--- src/rtl/axi4_share_arb.sv ---
module axi4_share_arb #(
  parameter int N_MST  = 2,
  parameter int ID_W   = 4,
  parameter int ADDR_W = 32,
  parameter int DATA_W = 32,
  parameter int OUT_W  = 4,
  localparam int STRB_W = DATA_W / 8,
  localparam int IDX_W  = (N_MST > 1) ? $clog2(N_MST) : 1
) (
  input  logic                      clk,
  input  logic                      rst_n,
  input  logic [N_MST-1:0]          m_req,
  input  logic [N_MST-1:0]          m_rel,
  output logic [N_MST-1:0]          grant,
  input  logic [N_MST*ID_W-1:0]     m_awid,
  input  logic [N_MST*ADDR_W-1:0]   m_awaddr,
  input  logic [N_MST*8-1:0]        m_awlen,
  input  logic [N_MST*3-1:0]        m_awsize,
  input  logic [N_MST*2-1:0]        m_awburst,
  input  logic [N_MST-1:0]          m_awvalid,
  output logic [N_MST-1:0]          m_awready,
  input  logic [N_MST*DATA_W-1:0]   m_wdata,
  input  logic [N_MST*STRB_W-1:0]   m_wstrb,
  input  logic [N_MST-1:0]          m_wlast,
  input  logic [N_MST-1:0]          m_wvalid,
  output logic [N_MST-1:0]          m_wready,
  output logic [N_MST*ID_W-1:0]     m_bid,
  output logic [N_MST*2-1:0]        m_bresp,
  output logic [N_MST-1:0]          m_bvalid,
  input  logic [N_MST-1:0]          m_bready,
  input  logic [N_MST*ID_W-1:0]     m_arid,
  input  logic [N_MST*ADDR_W-1:0]   m_araddr,
  input  logic [N_MST*8-1:0]        m_arlen,
  input  logic [N_MST*3-1:0]        m_arsize,
  input  logic [N_MST*2-1:0]        m_arburst,
  input  logic [N_MST-1:0]          m_arvalid,
  output logic [N_MST-1:0]          m_arready,
  output logic [N_MST*ID_W-1:0]     m_rid,
  output logic [N_MST*DATA_W-1:0]   m_rdata,
  output logic [N_MST*2-1:0]        m_rresp,
  output logic [N_MST-1:0]          m_rlast,
  output logic [N_MST-1:0]          m_rvalid,
  input  logic [N_MST-1:0]          m_rready,
  output logic [ID_W-1:0]           s_awid,
  output logic [ADDR_W-1:0]         s_awaddr,
  output logic [7:0]                s_awlen,
  output logic [2:0]                s_awsize,
  output logic [1:0]                s_awburst,
  output logic                      s_awvalid,
  input  logic                      s_awready,
  output logic [DATA_W-1:0]         s_wdata,
  output logic [STRB_W-1:0]         s_wstrb,
  output logic                      s_wlast,
  output logic                      s_wvalid,
  input  logic                      s_wready,
  input  logic [ID_W-1:0]           s_bid,
  input  logic [1:0]                s_bresp,
  input  logic                      s_bvalid,
  output logic                      s_bready,
  output logic [ID_W-1:0]           s_arid,
  output logic [ADDR_W-1:0]         s_araddr,
  output logic [7:0]                s_arlen,
  output logic [2:0]                s_arsize,
  output logic [1:0]                s_arburst,
  output logic                      s_arvalid,
  input  logic                      s_arready,
  input  logic [ID_W-1:0]           s_rid,
  input  logic [DATA_W-1:0]         s_rdata,
  input  logic [1:0]                s_rresp,
  input  logic                      s_rlast,
  input  logic                      s_rvalid,
  output logic                      s_rready
);

  logic             owned;
  logic [IDX_W-1:0] owner;
  logic [OUT_W-1:0] wr_open, rd_open;
  logic             w_open;

  assign grant = owned ? (N_MST'(1) << owner) : '0;

  assign s_awvalid = owned & m_awvalid[owner];
  assign s_awid    = owned ? m_awid[owner*ID_W +: ID_W]       : '0;
  assign s_awaddr  = owned ? m_awaddr[owner*ADDR_W +: ADDR_W] : '0;
  assign s_awlen   = owned ? m_awlen[owner*8 +: 8]            : '0;
  assign s_awsize  = owned ? m_awsize[owner*3 +: 3]           : '0;
  assign s_awburst = owned ? m_awburst[owner*2 +: 2]          : '0;

  assign s_wvalid  = owned & m_wvalid[owner];
  assign s_wdata   = owned ? m_wdata[owner*DATA_W +: DATA_W]  : '0;
  assign s_wstrb   = owned ? m_wstrb[owner*STRB_W +: STRB_W]  : '0;
  assign s_wlast   = owned & m_wlast[owner];

  assign s_arvalid = owned & m_arvalid[owner];
  assign s_arid    = owned ? m_arid[owner*ID_W +: ID_W]       : '0;
  assign s_araddr  = owned ? m_araddr[owner*ADDR_W +: ADDR_W] : '0;
  assign s_arlen   = owned ? m_arlen[owner*8 +: 8]            : '0;
  assign s_arsize  = owned ? m_arsize[owner*3 +: 3]           : '0;
  assign s_arburst = owned ? m_arburst[owner*2 +: 2]          : '0;

  assign s_bready  = owned & m_bready[owner];
  assign s_rready  = owned & m_rready[owner];

  assign m_awready = {N_MST{s_awready}} & grant;
  assign m_wready  = {N_MST{s_wready}}  & grant;
  assign m_arready = {N_MST{s_arready}} & grant;
  assign m_bvalid  = {N_MST{s_bvalid}}  & grant;
  assign m_rvalid  = {N_MST{s_rvalid}}  & grant;
  assign m_bid     = {N_MST{s_bid}};
  assign m_bresp   = {N_MST{s_bresp}};
  assign m_rid     = {N_MST{s_rid}};
  assign m_rdata   = {N_MST{s_rdata}};
  assign m_rresp   = {N_MST{s_rresp}};
  assign m_rlast   = {N_MST{s_rlast}};

  wire aw_hs = s_awvalid & s_awready;
  wire w_hs  = s_wvalid  & s_wready;
  wire ar_hs = s_arvalid & s_arready;
  wire b_hs  = s_bvalid  & s_bready;
  wire rl_hs = s_rvalid  & s_rready & s_rlast;

  wire busy  = (wr_open != '0) | (rd_open != '0) | w_open;
  wire quiet = ~busy & ~s_awvalid & ~s_wvalid & ~s_arvalid;

  always_ff @(posedge clk) begin
    if (!rst_n) begin
      wr_open <= '0;
      rd_open <= '0;
      w_open  <= 1'b0;
    end else begin
      wr_open <= wr_open + OUT_W'(aw_hs) - OUT_W'(b_hs);
      rd_open <= rd_open + OUT_W'(ar_hs) - OUT_W'(rl_hs);
      if (w_hs) w_open <= ~s_wlast;
    end
  end

  generate
    if (N_MST == 1) begin : g_single
      always_ff @(posedge clk) begin
        if (!rst_n) owned <= 1'b0;
        else        owned <= 1'b1;
      end
      assign owner = '0;
    end else begin : g_multi
      logic             pick_ok;
      logic [IDX_W-1:0] pick;

      always_comb begin
        pick_ok = 1'b0;
        pick    = owner;
        for (int k = 1; k <= N_MST; k++) begin
          if (!pick_ok && m_req[(int'(owner) + k) % N_MST]) begin
            pick_ok = 1'b1;
            pick    = IDX_W'((int'(owner) + k) % N_MST);
          end
        end
      end

      always_ff @(posedge clk) begin
        if (!rst_n) begin
          owned <= 1'b0;
          owner <= IDX_W'(N_MST - 1);
        end else if (!owned || (m_rel[owner] && quiet)) begin
          owned <= pick_ok;
          if (pick_ok) owner <= pick;
        end
      end

      a_r2_grant_needs_req: assert property (@(posedge clk) disable iff (!rst_n)
        ((grant != '0) && (grant != $past(grant))) |-> ((grant & $past(m_req)) != '0));
    end
  endgenerate

  a_r3_onehot_grant: assert property (@(posedge clk) disable iff (!rst_n)
    $onehot0(grant));

  a_r3_idle_silent: assert property (@(posedge clk) disable iff (!rst_n)
    (grant == '0) |-> !(s_awvalid | s_wvalid | s_arvalid | s_bready | s_rready));

  a_r5_hold_without_release: assert property (@(posedge clk) disable iff (!rst_n)
    ((grant != '0) && ((grant & m_rel) == '0)) |=> $stable(grant));

  a_r9_hold_while_busy: assert property (@(posedge clk) disable iff (!rst_n)
    busy |=> $stable(grant));

endmodule

--- config.mk ---
export PLATFORM = sky130hd
export DESIGN_NAME = axi4_share_arb
export DESIGN_NICKNAME = d
export VERILOG_FILES = /design/src/rtl/axi4_share_arb.sv
export SDC_FILE = /design/constraint.sdc
export NUM_CORES = 1
export LEC_CHECK = 0
export BUFFER_PORTS_ARGS = -buffer_cell sky130_fd_sc_hd__buf_2
export CAP_MARGIN = 0
export CORE_AREA = 2 2 225 227
export CTS_CLUSTER_DIAMETER = 200
export CTS_CLUSTER_SIZE = 24
export DETAILED_ROUTE_END_ITERATION = 12
export DIE_AREA = 0 0 227 229
export GPL_TIMING_DRIVEN = 0
export PLACE_DENSITY = 0.37
export REMOVE_ABC_BUFFERS = 1
export SLEW_MARGIN = 20
export SYNTH_ARGS = -nofsm -noshare
export SYNTH_HDL_FRONTEND = slang
export SYNTH_SLANG_ARGS = --single-unit
export TNS_END_PERCENT = 1
--- constraint.sdc ---
create_clock -name clk -period 3 [get_ports clk]
set_clock_uncertainty 0.15 [all_clocks]
set_input_delay 0.15 -clock clk [delete_from_list [all_inputs] [get_ports clk]]
set_output_delay 0.15 -clock clk [all_outputs]
set_load 0.01 [all_outputs]
Word level (Yosys, flattened, before mapping)
Index checks and enable logic that the tools add are counted.
- $mul: 1
- reductions and logical operators: 9
- multiplexer cells: 37
- bitwise gates (word level): 29
- order comparisons: 3
- shift-type cells: 13
- $add $sub $neg: 6
- operators by type and width (cell ; count):
    $shiftx A64 B7 Y32 ; 3
    $mux W32 ; 3
    $shiftx A16 B5 Y8 ; 2
    $mux W1 ; 24
    $shiftx A8 B4 Y4 ; 3
    $mux W8 ; 2
    $and A1 B1 Y1 ; 15
    $mux W4 ; 3
    $shiftx A6 B4 Y3 ; 2
    $and A2 B2 Y2 ; 5
    $add A4 B1 Y4 ; 2
    $reduce_bool A4 Y1 ; 2
    $shiftx A4 B3 Y2 ; 2
    $sub A4 B1 Y4 ; 2
    $lt A2 B3 Y1 const B ; 2
    $mux W2 ; 3
    $mux W3 ; 2
    $not A1 Y1 ; 5
    $mul A1 B2 Y3 const B ; 1
    $reduce_and A3 Y1 ; 1
    $add A1 B1 Y1 const B ; 2
    $and A1 B1 Y1 const A ; 2
    $logic_and A1 B1 Y1 ; 2
    $logic_not A1 Y1 ; 2
    other kinds (5) ; 6
- word-level logic and storage cells: 103
- register bits: 11
- output and inout bits: 242
- input port bits: 336

Longest topological paths before layout
Gate-level depths: netlist of the first run.
- word-level depth: 10
- mapped depth: 12
- gate-level depth less buffers: 10

Worst setup path after synthesis of the first run
OpenSTA, ideal clock, no wires.
- path kind: reg2reg
- start point: register owner
- end point: register wr_open[2]
- data required time: 2731 ps
- data arrival time: 2095 ps
- path buffers: 2
- period minus slack after synthesis: 2365 ps
- slack: 635 ps
- cell stages (with the launch flop): 13
- library setup time: 119 ps
- path through: dfxtp_1 > buf_6 > buf_2 > mux2i_1 > nor2b_1 > and2_1 > ha_1 > inv_1 > ha_1 > inv_1 > fa_1 > xor2_1 > nor2_1
- elaborated cells on any way between the ends: 10
- classes of those cells: add/sub (2); mux (4); bitwise (4)
- RTL lines (what ; RTL line ; text):
    start, declared ; 76 ; logic [IDX_W-1:0] owner;
    start signal, assigned ; 162 ; owner <= IDX_W'(N_MST - 1);
    start signal, assigned ; 165 ; if (pick_ok) owner <= pick;
    $mux W1 (implied by the code) (2 in series) ; 101 ; assign s_bready = owned & m_bready[owner];
    $and A1 B1 Y1 ; 101 ;
    net s_bready ; 59 ; output logic s_bready,
    $and A1 B1 Y1 ; 119 ; wire b_hs = s_bvalid & s_bready;
    $sub A4 B1 Y4 ; 131 ; wr_open <= wr_open + OUT_W'(aw_hs) - OUT_W'(b_hs);
    end signal, assigned ; 131 ;
    end, declared ; 77 ; logic [OUT_W-1:0] wr_open, rd_open;
The timed path passes the listed nets, and every way through them passes these cells. The select of a mux whose other input is x is not followed.
A chain may end at the register's enable or synchronous reset.

Final worst setup path of the first run
- start point: register owner
- end point: register rd_open[2]
- word-level cells in the longest chain between the ends: 6
- elaborated cells on any way between the ends: 11
- classes of those cells: add/sub (2); mux (4); bitwise (5)
- RTL lines (what ; RTL line ; text):
    $mux W1, on equally long branches (2 in series) ; 94, 102 ;
    $and A1 B1 Y1, on equally long branches ; 94, 102 ;
    $and A1 B1 Y1, on equally long branches ; 118, 120 ;
    $add A4 B1 Y4 or $and A1 B1 Y1 (tied branches) ; 132, 120 ;
    $sub A4 B1 Y4 * ; 132 ; rd_open <= rd_open + OUT_W'(ar_hs) - OUT_W'(rl_hs);
    end signal, assigned ; 132 ;
    end, declared ; 77 ;
Mark *: on every way between the ends. The rest lies on a longest branch, timed or not. The select of a mux whose other input is x is not followed.

==> results of run 1 <==
layer usage:
layer | track usage [%] | wire length, microns
met1 | 9.42 | 9240
met5 | 2.94 | 166
met2 | 11.6 | 9430
met3 | 6.62 | 4050
met4 | 0.0817 | 38
through the flow:
step	instances	setup slack (ns)	instance area, sq um	total power [uW]
after floorplan	366	-3.98	3050	1020
after global placement	1483	-6.50	6120	1570
after detailed placement	1487	0.0847	6240	1410
after CTS	1492	0.0737	6330	1670
after global routing	1493	0.0724	6350	1810
final	1493	0.262	6350	1650
where the power goes:
group	switching (uW)	internal (uW)
logic	557	625
clock network	69.7	177
registers	48.3	176
layout make-up:
type	instances	area, sq um	area share [%]
well taps	672	841	13.2
repair buffers	451	2370	37.4
clock buffers	3	75.1	1.18
multi-input cells	342	2780	43.8
clock inverters	1	5.00	0.0788
flip-flops and latches	11	228	3.58
inverters	13	48.8	0.768
critical path: stages (launching register included):
cell                      delay (ns)
sky130_fd_sc_hd__dfxtp_4        0.58
sky130_fd_sc_hd__buf_16         0.27
sky130_fd_sc_hd__mux2i_1        0.21
sky130_fd_sc_hd__nor2b_1        0.07
sky130_fd_sc_hd__and3_1         0.18
sky130_fd_sc_hd__ha_1           0.28
sky130_fd_sc_hd__inv_1          0.06
sky130_fd_sc_hd__ha_1           0.18
sky130_fd_sc_hd__inv_1          0.06
sky130_fd_sc_hd__fa_1           0.37
sky130_fd_sc_hd__xor2_1         0.14
sky130_fd_sc_hd__nor2_1         0.05
cells by family after synthesis:
family | after synthesis | synth area share (%)
xor+xnor | 4 | 0.896
buf+inv | 136 | 23.3
compound gates | 10 | 1.92
flops | 11 | 5.63
simple gates | 175 | 27.7
fa+ha+maj | 12 | 4.22
mux | 141 | 36.3
layout by cell type, fill, tap and decap left out, types with 3 or more instances in the layout:
master / count
sky130_fd_sc_hd__nand2_1: 3
sky130_fd_sc_hd__dfxtp_1: 9
sky130_fd_sc_hd__a21oi_1: 4
sky130_fd_sc_hd__buf_2: 445
sky130_fd_sc_hd__and3_1: 7
sky130_fd_sc_hd__and2_1: 9
sky130_fd_sc_hd__buf_16: 5
sky130_fd_sc_hd__mux2i_1: 139
sky130_fd_sc_hd__inv_1: 13
sky130_fd_sc_hd__ha_1: 10
sky130_fd_sc_hd__nor2_1: 7
sky130_fd_sc_hd__nor2b_1: 140
sky130_fd_sc_hd__clkbuf_16: 3
timing repair:
item	CTS	global route
endpoints found under the setup margin	0	1
hold endpoints to repair	1	0
setup buffers	0	1
resized for setup	0	0
hold buffers	1	0
worst max path at each step:
stage,start,endpoint,slack [ns],cells after the start
final,owner,rd_open[2],0.26,11
after global routing,owner,rd_open[2],0.07,11
after CTS,owner,rd_open[2],0.07,11
after detailed placement,owner,rd_open[2],0.08,11
after global placement,owner,rd_open[2],-6.50,10
after floorplan,owner,rd_open[2],-3.98,10
flip-flops by register name, indices dropped and copies added (netlist names):
register  cells
owned         1
w_open        1
wr_open       4
owner         1
rd_open       4
==> report_table.html, run 1 <==
<table>
<tr><th>Metric</th><th>Value</th></tr>
<tr><th colspan="2">GRT</th></tr>
<tr><td>GRT Resource Usage Total</td><td>8.04%</td></tr>
<tr><td>Wire length of the first global-routing pass</td><td>30200 microns</td></tr>
<tr><td>Leftover overflow at the end of global routing</td><td>0</td></tr>
<tr><td>Antenna violations before repair</td><td>1</td></tr>
<tr><td>Vias in the first global route</td><td>4487</td></tr>
<tr><td>Maximum number of pins on one net before global-route repair</td><td>79</td></tr>
<tr><th colspan="2">STA</th></tr>
<tr><td>Slew of the pin with the lowest slew margin</td><td>0.715 ns</td></tr>
<tr><td>Unrepaired setup endpoints after global routing</td><td>false</td></tr>
<tr><td>Number of max-slew violations in the final report</td><td>0</td></tr>
<tr><td>Final Critical Period</td><td>2.74 ns</td></tr>
<tr><td>Post-Route Hold Slack</td><td>0.0100 ns</td></tr>
<tr><td>Maximum operating frequency</td><td>365 MHz</td></tr>
<tr><td>Final Hold Viols</td><td>0</td></tr>
<tr><td>Portion of the clock cycle consumed by the worst path in the final layout</td><td>91.3%</td></tr>
<tr><td>Total Neg Setup Slack</td><td>0 ns</td></tr>
<tr><td>Total of endpoints with negative setup slack in the final report</td><td>0</td></tr>
<tr><td>Tightest slew margin relative to the limit</td><td>52.3%</td></tr>
<tr><th colspan="2">Die</th></tr>
<tr><td>Starting density of the core</td><td>7.88%</td></tr>
<tr><td>Area of the core</td><td>49700 sq um</td></tr>
<tr><td>Number of cell rows</td><td>82</td></tr>
<tr><td>Die ar.</td><td>52000 sq um</td></tr>
<tr><td>Num ports</td><td>578</td></tr>
<tr><td>Floorplan die height</td><td>229 microns</td></tr>
<tr><td>Width of the die</td><td>227 microns</td></tr>
<tr><th colspan="2">Routing</th></tr>
<tr><td>Residual DRC</td><td>0</td></tr>
<tr><td>Wirelength, routed</td><td>22900 microns</td></tr>
<tr><td>Routed len/inst</td><td>15.4 microns</td></tr>
<tr><td>Via count</td><td>4632</td></tr>
<tr><td>Vias per cell</td><td>3.10</td></tr>
<tr><td>Antenna violation net count after detailed routing</td><td>0</td></tr>
<tr><td>Iteration-0 DRC count of the detailed router</td><td>151</td></tr>
<tr><td>Pre-Repair DR Iteration Count</td><td>4</td></tr>
<tr><th colspan="2">Yosys</th></tr>
<tr><td>Syn Std Cell Area</td><td>3910 sq um</td></tr>
<tr><td>Most frequent cells after synthesis</td><td>sky130_fd_sc_hd__nor2b_1 (140), sky130_fd_sc_hd__mux2i_1 (139), sky130_fd_sc_hd__buf_4 (104), sky130_fd_sc_hd__clkbuf_1 (16), sky130_fd_sc_hd__inv_1 (13)</td></tr>
<tr><td>Area fraction of the dominant cell type after synthesis</td><td>35.6%</td></tr>
<tr><td>Library cell occupying the most area in the post-synthesis netlist</td><td>sky130_fd_sc_hd__mux2i_1</td></tr>
<tr><td>Syn Inst Count</td><td>489</td></tr>
<tr><td>Top flip-flop cell by instance count after synthesis</td><td>sky130_fd_sc_hd__dfxtp_1</td></tr>
<tr><td>Yosys warnings</td><td>0</td></tr>
<tr><td>Number of enable flip-flop cells after synthesis</td><td>0</td></tr>
<tr><td>Unique cell type count in the Yosys netlist</td><td>32</td></tr>
<tr><td>Async S/R FF share, synth</td><td>0%</td></tr>
<tr><td>Cells taking the most area after synthesis</td><td>sky130_fd_sc_hd__mux2i_1 (36%), sky130_fd_sc_hd__nor2b_1 (22%), sky130_fd_sc_hd__buf_4 (20%)</td></tr>
<tr><td>Sequential area share after synthesis</td><td>5.63%</td></tr>
<tr><td>Count of state elements after synthesis</td><td>11</td></tr>
<tr><td>Most instantiated library cell after synthesis</td><td>sky130_fd_sc_hd__nor2b_1</td></tr>
<tr><td>Post-Syn Area per Cell</td><td>8.00 sq um</td></tr>
<tr><th colspan="2">Worst hold path</th></tr>
<tr><td>Class of the worst hold path</td><td>in -&gt; reg</td></tr>
<tr><td>Hold depth</td><td>2</td></tr>
<tr><td>Hold path endpoint</td><td>owned</td></tr>
<tr><td>Origin of the worst min-delay path</td><td>m_req[1]</td></tr>
<tr><th colspan="2">Clock tree</th></tr>
<tr><td>TritonCTS buffer count</td><td>3</td></tr>
<tr><td>Clk Latency, worst-skew pair</td><td>0.24 ns</td></tr>
<tr><td>Buffer levels on the longest clock path</td><td>2</td></tr>
<tr><td>TritonCTS Sinks</td><td>11</td></tr>
<tr><td>H-tree levels</td><td>1</td></tr>
<tr><td>TritonCTS clock tree</td><td>yes</td></tr>
<tr><td>Root Buffer</td><td>sky130_fd_sc_hd__clkbuf_16</td></tr>
<tr><td>Post-CTS clock slew at the launch and capture registers of the worst setup and hold paths</td><td>0.05 ns</td></tr>
<tr><th colspan="2">Critical path</th></tr>
<tr><td>Setup slack of the most critical reg-to-reg path</td><td>0.26 ns</td></tr>
<tr><td>Endpoint kind of the worst setup timing path</td><td>flip-flop</td></tr>
<tr><td>Count of cells along the worst register-to-register path</td><td>11</td></tr>
<tr><td>Worst Path Required</td><td>2.97 ns</td></tr>
<tr><td>Worst Setup Start Kind</td><td>flip-flop</td></tr>
<tr><td>Largest fanout on the critical path</td><td>36</td></tr>
<tr><td>Critical path class</td><td>reg -&gt; reg</td></tr>
<tr><td>Worst endpoint data arrival time</td><td>2.71 ns</td></tr>
<tr><td>Reg2Reg Capture Point</td><td>rd_open[2]</td></tr>
<tr><td>Startpoint of the lowest-slack register-to-register path</td><td>owner</td></tr>
<tr><th colspan="2">Final layout</th></tr>
<tr><td>Layout overhead on the synthesized area</td><td>62.4%</td></tr>
<tr><td>Antenna diodes</td><td>0</td></tr>
<tr><td>Number of nets in the final layout</td><td>1170</td></tr>
<tr><td>Fillers</td><td>5804</td></tr>
<tr><td>Share of layout cells above drive strength 1</td><td>56.2%</td></tr>
<tr><td>Fin util</td><td>12.8%</td></tr>
<tr><th colspan="2">Run status</th></tr>
<tr><td>Result of the run</td><td>finished, final reports clean</td></tr>
<tr><th colspan="2">Run</th></tr>
<tr><td>Max-cap viol count</td><td>0</td></tr>
<tr><th colspan="2">Placement</th></tr>
<tr><td>Final weighted congestion in routability-driven placement</td><td>0.783</td></tr>
<tr><td>Placed wire-length estimate after detailed placement</td><td>19900 microns</td></tr>
<tr><td>IO Port Bufs</td><td>445</td></tr>
<tr><th colspan="2">Power and ir drop</th></tr>
<tr><td>Pwr Density</td><td>260 nW/um^2</td></tr>
<tr><td>Static power due to leakage</td><td>0.00386 uW</td></tr>
<tr><td>Worst-case vdd ir drop</td><td>0.212 mV</td></tr>
</table>
No activity file was read; power rests on OpenSTA's default activity.
==> inputs of run 2 (changes only) <==
==> constraint.sdc (replaced) <==
create_clock -name clk -period 3.4 [get_ports clk]
set_clock_uncertainty 0.15 [all_clocks]
set_input_delay 0.17 -clock clk [delete_from_list [all_inputs] [get_ports clk]]
set_output_delay 0.17 -clock clk [all_outputs]
set_load 0.01 [all_outputs]
==> report_table.html, run 2 (synthesis gave the netlist of run 1 again) <==
<table>
<tr><th>Metric</th><th>Value</th></tr>
<tr><th colspan="2">Routing</th></tr>
<tr><td>Via count</td><td>4608</td></tr>
<tr><td>Pre-Repair DR Iteration Count</td><td>4</td></tr>
<tr><td>Vias per cell</td><td>3.09</td></tr>
<tr><td>Routed len/inst</td><td>15.3 microns</td></tr>
<tr><td>Residual DRC</td><td>0</td></tr>
<tr><td>Iteration-0 DRC count of the detailed router</td><td>134</td></tr>
<tr><td>Wirelength, routed</td><td>22800 microns</td></tr>
<tr><td>Antenna violation net count after detailed routing</td><td>0</td></tr>
<tr><th colspan="2">Power and ir drop</th></tr>
<tr><td>Worst-case vdd ir drop</td><td>0.187 mV</td></tr>
<tr><td>Pwr Density</td><td>229 nW/um^2</td></tr>
<tr><td>Static power due to leakage</td><td>0.00385 uW</td></tr>
<tr><th colspan="2">Worst hold path</th></tr>
<tr><td>Hold depth</td><td>2</td></tr>
<tr><td>Class of the worst hold path</td><td>in -&gt; reg</td></tr>
<tr><td>Origin of the worst min-delay path</td><td>m_req[1]</td></tr>
<tr><th colspan="2">STA</th></tr>
<tr><td>Slew of the pin with the lowest slew margin</td><td>0.720 ns</td></tr>
<tr><td>Unrepaired setup endpoints after global routing</td><td>false</td></tr>
<tr><td>Final Hold Viols</td><td>0</td></tr>
<tr><td>Total of endpoints with negative setup slack in the final report</td><td>0</td></tr>
<tr><td>Maximum operating frequency</td><td>348 MHz</td></tr>
<tr><td>Total Neg Setup Slack</td><td>0 ns</td></tr>
<tr><td>Number of max-slew violations in the final report</td><td>0</td></tr>
<tr><td>Portion of the clock cycle consumed by the worst path in the final layout</td><td>84.5%</td></tr>
<tr><td>Tightest slew margin relative to the limit</td><td>52.0%</td></tr>
<tr><td>Final Critical Period</td><td>2.87 ns</td></tr>
<tr><th colspan="2">Critical path</th></tr>
<tr><td>Startpoint of the most critical setup path</td><td>owner</td></tr>
<tr><td>Biggest cell delay along the critical path</td><td>0.69 ns</td></tr>
<tr><td>WP buf/inv</td><td>3</td></tr>
<tr><td>Critical path class</td><td>reg -&gt; reg</td></tr>
<tr><td>Cell family contributing the most delay on the critical path</td><td>adder cells</td></tr>
<tr><td>Worst endpoint data arrival time</td><td>2.84 ns</td></tr>
<tr><td>Largest fanout on the critical path</td><td>36</td></tr>
<tr><td>Number of gates on the worst path with buffers counted</td><td>11</td></tr>
<tr><td>Startpoint of the lowest-slack register-to-register path</td><td>owner</td></tr>
<tr><td>Worst Setup Start Kind</td><td>flip-flop</td></tr>
<tr><td>Count of cells along the worst register-to-register path</td><td>11</td></tr>
<tr><td>Worst-path cell with the longest stage delay</td><td>sky130_fd_sc_hd__dfxtp_4</td></tr>
<tr><td>Worst-path cell chain</td><td>buf_16 &gt; mux2i_1 &gt; nor2b_1 &gt; and3_1 &gt; ha_1 &gt; inv_1 &gt; ha_1 &gt; inv_1 &gt; fa_1 &gt; xor2_1 &gt; nor2_1</td></tr>
<tr><td>Worst Path Required</td><td>3.37 ns</td></tr>
<tr><td>Endpoint kind of the worst setup timing path</td><td>flip-flop</td></tr>
<tr><th colspan="2">Die</th></tr>
<tr><td>Area of the core</td><td>49700 sq um</td></tr>
<tr><td>Number of cell rows</td><td>82</td></tr>
<tr><td>Width of the die</td><td>227 microns</td></tr>
<tr><td>Starting density of the core</td><td>7.88%</td></tr>
<tr><td>Floorplan die height</td><td>229 microns</td></tr>
<tr><td>Die ar.</td><td>52000 sq um</td></tr>
<tr><td>Num ports</td><td>578</td></tr>
<tr><th colspan="2">Clock tree</th></tr>
<tr><td>Clk Latency, worst-skew pair</td><td>0.24 ns</td></tr>
<tr><td>TritonCTS Sinks</td><td>11</td></tr>
<tr><td>Post-cts repair resize count</td><td>0</td></tr>
<tr><td>Post-CTS clock slew at the launch and capture registers of the worst setup and hold paths</td><td>0.05 ns</td></tr>
<tr><td>TritonCTS buffer count</td><td>3</td></tr>
<tr><td>Post-CTS setup-driven buffer insertion count</td><td>0</td></tr>
<tr><td>TritonCTS clock tree</td><td>yes</td></tr>
<tr><td>Buffer levels on the longest clock path</td><td>2</td></tr>
<tr><td>H-tree levels</td><td>1</td></tr>
<tr><td>Root Buffer</td><td>sky130_fd_sc_hd__clkbuf_16</td></tr>
<tr><td>Number of buffers added to fix hold violations after cts</td><td>0</td></tr>
<tr><th colspan="2">GRT</th></tr>
<tr><td>Wire length of the first global-routing pass</td><td>30200 microns</td></tr>
<tr><td>Routing layer with the top usage in global route</td><td>met2</td></tr>
<tr><td>Global-route track usage on met3</td><td>6.62%</td></tr>
<tr><td>Vias in the first global route</td><td>4484</td></tr>
<tr><td>Met1 capacity usage during global routing</td><td>9.42%</td></tr>
<tr><td>Maximum number of pins on one net before global-route repair</td><td>79</td></tr>
<tr><td>Leftover overflow at the end of global routing</td><td>0</td></tr>
<tr><td>Routing usage on met2</td><td>11.6%</td></tr>
<tr><td>Antenna violations before repair</td><td>1</td></tr>
<tr><td>GRT Resource Usage Total</td><td>8.04%</td></tr>
<tr><th colspan="2">Run status</th></tr>
<tr><td>Result of the run</td><td>finished, final reports clean</td></tr>
<tr><th colspan="2">Final layout</th></tr>
<tr><td>Antenna diodes</td><td>0</td></tr>
<tr><td>Largest registers</td><td>rd_open x4, wr_open x4</td></tr>
<tr><td>Share of layout cells above drive strength 1</td><td>56.2%</td></tr>
<tr><td>Number of nets in the final layout</td><td>1168</td></tr>
<tr><td>Layout overhead on the synthesized area</td><td>61.4%</td></tr>
<tr><td>Most frequent standard cell in the layout excluding fill and tap cells</td><td>sky130_fd_sc_hd__buf_2</td></tr>
<tr><td>Most used cells in the layout excluding fill and tap cells</td><td>sky130_fd_sc_hd__buf_2 (445), sky130_fd_sc_hd__nor2b_1 (140), sky130_fd_sc_hd__mux2i_1 (139), sky130_fd_sc_hd__inv_1 (13), sky130_fd_sc_hd__ha_1 (10)</td></tr>
<tr><td>Fin util</td><td>12.7%</td></tr>
<tr><td>Post-route cell area</td><td>6320 sq um</td></tr>
<tr><th colspan="2">Placement</th></tr>
<tr><td>Final weighted congestion in routability-driven placement</td><td>0.783</td></tr>
<tr><td>IO Port Bufs</td><td>445</td></tr>
<tr><td>Post-placement cell area</td><td>6240 sq um</td></tr>
<tr><td>Placed wire-length estimate after detailed placement</td><td>19900 microns</td></tr>
<tr><th colspan="2">Run</th></tr>
<tr><td>Max-cap viol count</td><td>0</td></tr>
</table>
-- run 2: cell count changes in the layout (fill, tap and decap cells not counted) --
| cell | delta |
|---|---|
| sky130_fd_sc_hd__dlygate4sd3_1 | -1 |
| sky130_fd_sc_hd__buf_16 | -1 |
-- run 2: where the power goes --
group,switching [uW],internal [uW],leakage (uW)
Clock,62.0,156,0.0000409
Sequential,51.3,155,0.0000912
Combinational,479,542,0.00371
-- run 2: stage by stage --
step                total power, uW  hold slack (ns)  setup slack [ns]  cells
finish                         1450           0.0315             0.527   1491
detailed placement             1250            0.190             0.485   1487
CTS                            1470           0.0199             0.474   1491
global placement               1380            0.190             -6.10   1483
global route                   1580           0.0432             0.329   1491
floorplan                       897            0.130             -3.58    366
-- run 2: layout make-up --
cell class                 instances  area (sq um)
multi-input combinational        342          2780
inverter                          13          48.8
tap                              672           841
sequential                        11           228
fill                            5807         43300
timing repair buffer             449          2340
clock inverter                     1          5.00
clock buffer                       3          75.1
-- run 2: final timing paths --
check                           slack [ns]          to
worst max-delay path                  0.53  rd_open[2]
worst min-delay path                  0.03       owned
worst max register to register        0.53  rd_open[2]
worst min register to register        0.38      w_open
-- run 2: layer usage --
metal  vias up  part of all wire [%]
li1       2189                     -
met1      2045                    40
met2       364                    41
met3         6                    18
met4         4                  0.14
met5         -                  0.73
==> inputs of run 3 (changes only) <==
--- a/config.mk
+++ b/config.mk
@@ -7,13 +7,13 @@
 export LEC_CHECK = 0
 export BUFFER_PORTS_ARGS = -buffer_cell sky130_fd_sc_hd__buf_2
 export CAP_MARGIN = 0
-export CORE_AREA = 2 2 225 227
+export CORE_AREA = 2 2 223 225
 export CTS_CLUSTER_DIAMETER = 200
 export CTS_CLUSTER_SIZE = 24
 export DETAILED_ROUTE_END_ITERATION = 12
-export DIE_AREA = 0 0 227 229
+export DIE_AREA = 0 0 225 227
 export GPL_TIMING_DRIVEN = 0
-export PLACE_DENSITY = 0.37
+export PLACE_DENSITY = 0.38
 export REMOVE_ABC_BUFFERS = 1
 export SLEW_MARGIN = 20
 export SYNTH_ARGS = -nofsm -noshare
==> constraint.sdc (replaced) <==
create_clock -name clk -period 2.5 [get_ports clk]
set_clock_uncertainty 0.15 [all_clocks]
set_input_delay 0.125 -clock clk [delete_from_list [all_inputs] [get_ports clk]]
set_output_delay 0.125 -clock clk [all_outputs]
set_load 0.01 [all_outputs]
==> report_table.html, run 3 (synthesis gave the netlist of run 1 again) <==
<table>
<tr><th>Metric</th><th>Value</th></tr>
<tr><th colspan="2">Critical path</th></tr>
<tr><td>Largest fanout on the critical path</td><td>19</td></tr>
<tr><td>Worst-path cell chain</td><td>buf_16 &gt; mux2i_1 &gt; nor2b_1 &gt; and3_1 &gt; ha_1 &gt; inv_1 &gt; ha_1 &gt; inv_1 &gt; fa_2 &gt; nor2_1</td></tr>
<tr><td>Worst Path Required</td><td>2.47 ns</td></tr>
<tr><td>Biggest cell delay along the critical path</td><td>0.51 ns</td></tr>
<tr><td>Worst-path cell with the longest stage delay</td><td>sky130_fd_sc_hd__fa_2</td></tr>
<tr><td>Critical path class</td><td>reg -&gt; reg</td></tr>
<tr><td>Startpoint of the lowest-slack register-to-register path</td><td>owner</td></tr>
<tr><td>Worst Setup Start Kind</td><td>flip-flop</td></tr>
<tr><td>Endpoint kind of the worst setup timing path</td><td>flip-flop</td></tr>
<tr><td>Startpoint of the most critical setup path</td><td>owner</td></tr>
<tr><td>Worst endpoint data arrival time</td><td>2.36 ns</td></tr>
<tr><td>Cell family contributing the most delay on the critical path</td><td>adder cells</td></tr>
<tr><td>WP buf/inv</td><td>3</td></tr>
<tr><th colspan="2">Power and ir drop</th></tr>
<tr><td>Internal power contribution</td><td>1240 uW</td></tr>
<tr><td>Sequential fraction of design power</td><td>11.0%</td></tr>
<tr><td>Combinational share of power</td><td>75.2%</td></tr>
<tr><td>Static power due to leakage</td><td>0.00398 uW</td></tr>
<tr><td>Worst-case vdd ir drop</td><td>0.201 mV</td></tr>
<tr><td>Clock power frac</td><td>13.8%</td></tr>
<tr><td>Pwr Density</td><td>323 nW/um^2</td></tr>
<tr><td>Psw</td><td>869 uW</td></tr>
<tr><td>Fraction of power spent switching nets</td><td>41.1%</td></tr>
<tr><td>Power Total</td><td>2110 uW</td></tr>
<tr><th colspan="2">Final layout</th></tr>
<tr><td>Layout overhead on the synthesized area</td><td>67.2%</td></tr>
<tr><td>Antenna diodes</td><td>0</td></tr>
<tr><td>Number of nets in the final layout</td><td>1187</td></tr>
<tr><td>Share of layout cells above drive strength 1</td><td>57.4%</td></tr>
<tr><td>Most used cells in the layout excluding fill and tap cells</td><td>sky130_fd_sc_hd__buf_2 (445), sky130_fd_sc_hd__nor2b_1 (138), sky130_fd_sc_hd__mux2i_1 (137), sky130_fd_sc_hd__inv_1 (13), sky130_fd_sc_hd__ha_1 (10)</td></tr>
<tr><td>Post-Layout Cell Count</td><td>1460</td></tr>
<tr><td>Most frequent standard cell in the layout excluding fill and tap cells</td><td>sky130_fd_sc_hd__buf_2</td></tr>
<tr><td>Largest registers</td><td>rd_open x4, wr_open x4</td></tr>
<tr><th colspan="2">GRT</th></tr>
<tr><td>Leftover overflow at the end of global routing</td><td>0</td></tr>
<tr><td>Antenna violations before repair</td><td>2</td></tr>
<tr><td>Wire length of the first global-routing pass</td><td>31700 microns</td></tr>
<tr><td>Maximum number of pins on one net before global-route repair</td><td>84</td></tr>
<tr><td>Vias in the first global route</td><td>4689</td></tr>
<tr><td>GRT Resource Usage Total</td><td>8.66%</td></tr>
<tr><th colspan="2">Placement</th></tr>
<tr><td>IO Port Bufs</td><td>445</td></tr>
<tr><td>Placed Cells incl. Taps</td><td>1437</td></tr>
<tr><td>Placed wire-length estimate after detailed placement</td><td>20200 microns</td></tr>
<tr><td>Final weighted congestion in routability-driven placement</td><td>0.737</td></tr>
<tr><th colspan="2">STA</th></tr>
<tr><td>Unrepaired setup endpoints after global routing</td><td>true</td></tr>
<tr><td>Final Hold Viols</td><td>0</td></tr>
<tr><td>Number of max-slew violations in the final report</td><td>0</td></tr>
<tr><td>Total of endpoints with negative setup slack in the final report</td><td>0</td></tr>
<tr><td>Slew of the pin with the lowest slew margin</td><td>0.672 ns</td></tr>
<tr><td>Final Critical Period</td><td>2.40 ns</td></tr>
<tr><td>Maximum operating frequency</td><td>417 MHz</td></tr>
<tr><td>Tightest slew margin relative to the limit</td><td>55.1%</td></tr>
<tr><td>Portion of the clock cycle consumed by the worst path in the final layout</td><td>95.9%</td></tr>
<tr><th colspan="2">Routing</th></tr>
<tr><td>Pre-Repair DR Iteration Count</td><td>4</td></tr>
<tr><td>Residual DRC</td><td>0</td></tr>
<tr><td>Via count</td><td>4827</td></tr>
<tr><td>Wire length on met1</td><td>9990 microns</td></tr>
<tr><td>Routed len/inst</td><td>17.6 microns</td></tr>
<tr><td>Antenna violation net count after detailed routing</td><td>0</td></tr>
<tr><td>Iteration-0 DRC count of the detailed router</td><td>143</td></tr>
<tr><td>Vias per cell</td><td>3.31</td></tr>
<tr><td>Highest metal used</td><td>met5</td></tr>
<tr><td>Amount of wire on met2 after detailed routing</td><td>11000 microns</td></tr>
<tr><td>Wirelength, routed</td><td>25600 microns</td></tr>
<tr><td>Total met3 wirelength after detailed routing</td><td>4070 microns</td></tr>
<tr><th colspan="2">Die</th></tr>
<tr><td>Width of the die</td><td>225 microns</td></tr>
<tr><td>Area of the core</td><td>48500 sq um</td></tr>
<tr><td>Floorplan die height</td><td>227 microns</td></tr>
<tr><td>Number of cell rows</td><td>81</td></tr>
<tr><td>Die ar.</td><td>51100 sq um</td></tr>
<tr><td>Num ports</td><td>578</td></tr>
<tr><td>Starting density of the core</td><td>8.06%</td></tr>
<tr><th colspan="2">Clock tree</th></tr>
<tr><td>TritonCTS clock tree</td><td>yes</td></tr>
<tr><td>TritonCTS buffer count</td><td>3</td></tr>
<tr><td>Root Buffer</td><td>sky130_fd_sc_hd__clkbuf_16</td></tr>
<tr><td>Buffer levels on the longest clock path</td><td>2</td></tr>
<tr><td>Clk Latency, worst-skew pair</td><td>0.24 ns</td></tr>
<tr><td>Post-CTS clock slew at the launch and capture registers of the worst setup and hold paths</td><td>0.04 ns</td></tr>
<tr><td>TritonCTS Sinks</td><td>11</td></tr>
<tr><td>H-tree levels</td><td>1</td></tr>
<tr><th colspan="2">Run status</th></tr>
<tr><td>Result of the run</td><td>finished, final reports clean</td></tr>
<tr><th colspan="2">Run</th></tr>
<tr><td>Max-cap viol count</td><td>0</td></tr>
<tr><th colspan="2">Worst hold path</th></tr>
<tr><td>Class of the worst hold path</td><td>in -&gt; reg</td></tr>
<tr><td>Origin of the worst min-delay path</td><td>rst_n</td></tr>
</table>
run 3: timing repair:
action | in CTS | in global routing
buffers inserted | 9 | 4
gates resized for setup | 3 | 6
endpoints found under the setup margin | 15 | 6
cloned | 1 | 2
hold buffers | 3 | 0
endpoints found under the hold margin | 2 | 0
pin swaps | 0 | 0
run 3: power groups by stage:
| stage | registers [uW] | clock network [uW] | logic (uW) |
|---|---|---|---|
| after global routing | 235 | 306 | 1740 |
| after detailed placement | 294 | 0 | 1400 |
| after global placement | 430 | 0 | 1450 |
| after floorplan | 365 | 0 | 855 |
| after CTS | 235 | 299 | 1560 |
| final | 232 | 293 | 1590 |
run 3: area by class of cell:
cell class	count	area, sq um
Sequential cell	11	228
Fill cell	5588	42000
Multi-Input combinational cell	342	2810
Tap cell	622	778
Inverter	13	48.8
Timing Repair Buffer	468	2600
Clock buffer	4	78.8
run 3: worst paths after layout:
kind              slack, ns  depth (start not counted)          to
setup / recovery       0.10                         10  rd_open[1]
hold / removal         0.04                          2       owned
setup reg to reg       0.10                         10  rd_open[1]
hold reg to reg        0.39                          2      w_open
run 3: per-stage QoR:
stage               setup WS (ns)  area [sq um]  utilization, %  hold WS (ns)  TNS (ns)
floorplan                   -4.48          3050               -        0.0847   -546.95
global placement            -6.77          6060            12.5         0.100   -836.05
detailed placement         -0.506          6170            12.7         0.100     -2.55
CTS                       -0.0170          6440            13.3        0.0294   -0.0170
global route              -0.0307          6540            13.5        0.0376   -0.0582
finish                      0.103          6540            13.5        0.0376         0
run 3: routing by layer:
| layer | global-route usage (%) | vias to the layer above |
|---|---|---|
| met2 | 12.9 | 400 |
| met1 | 9.88 | 2174 |
| met5 | 5.69 | - |
| li1 | - | 2223 |
| met3 | 6.34 | 20 |
| met4 | 0.769 | 10 |
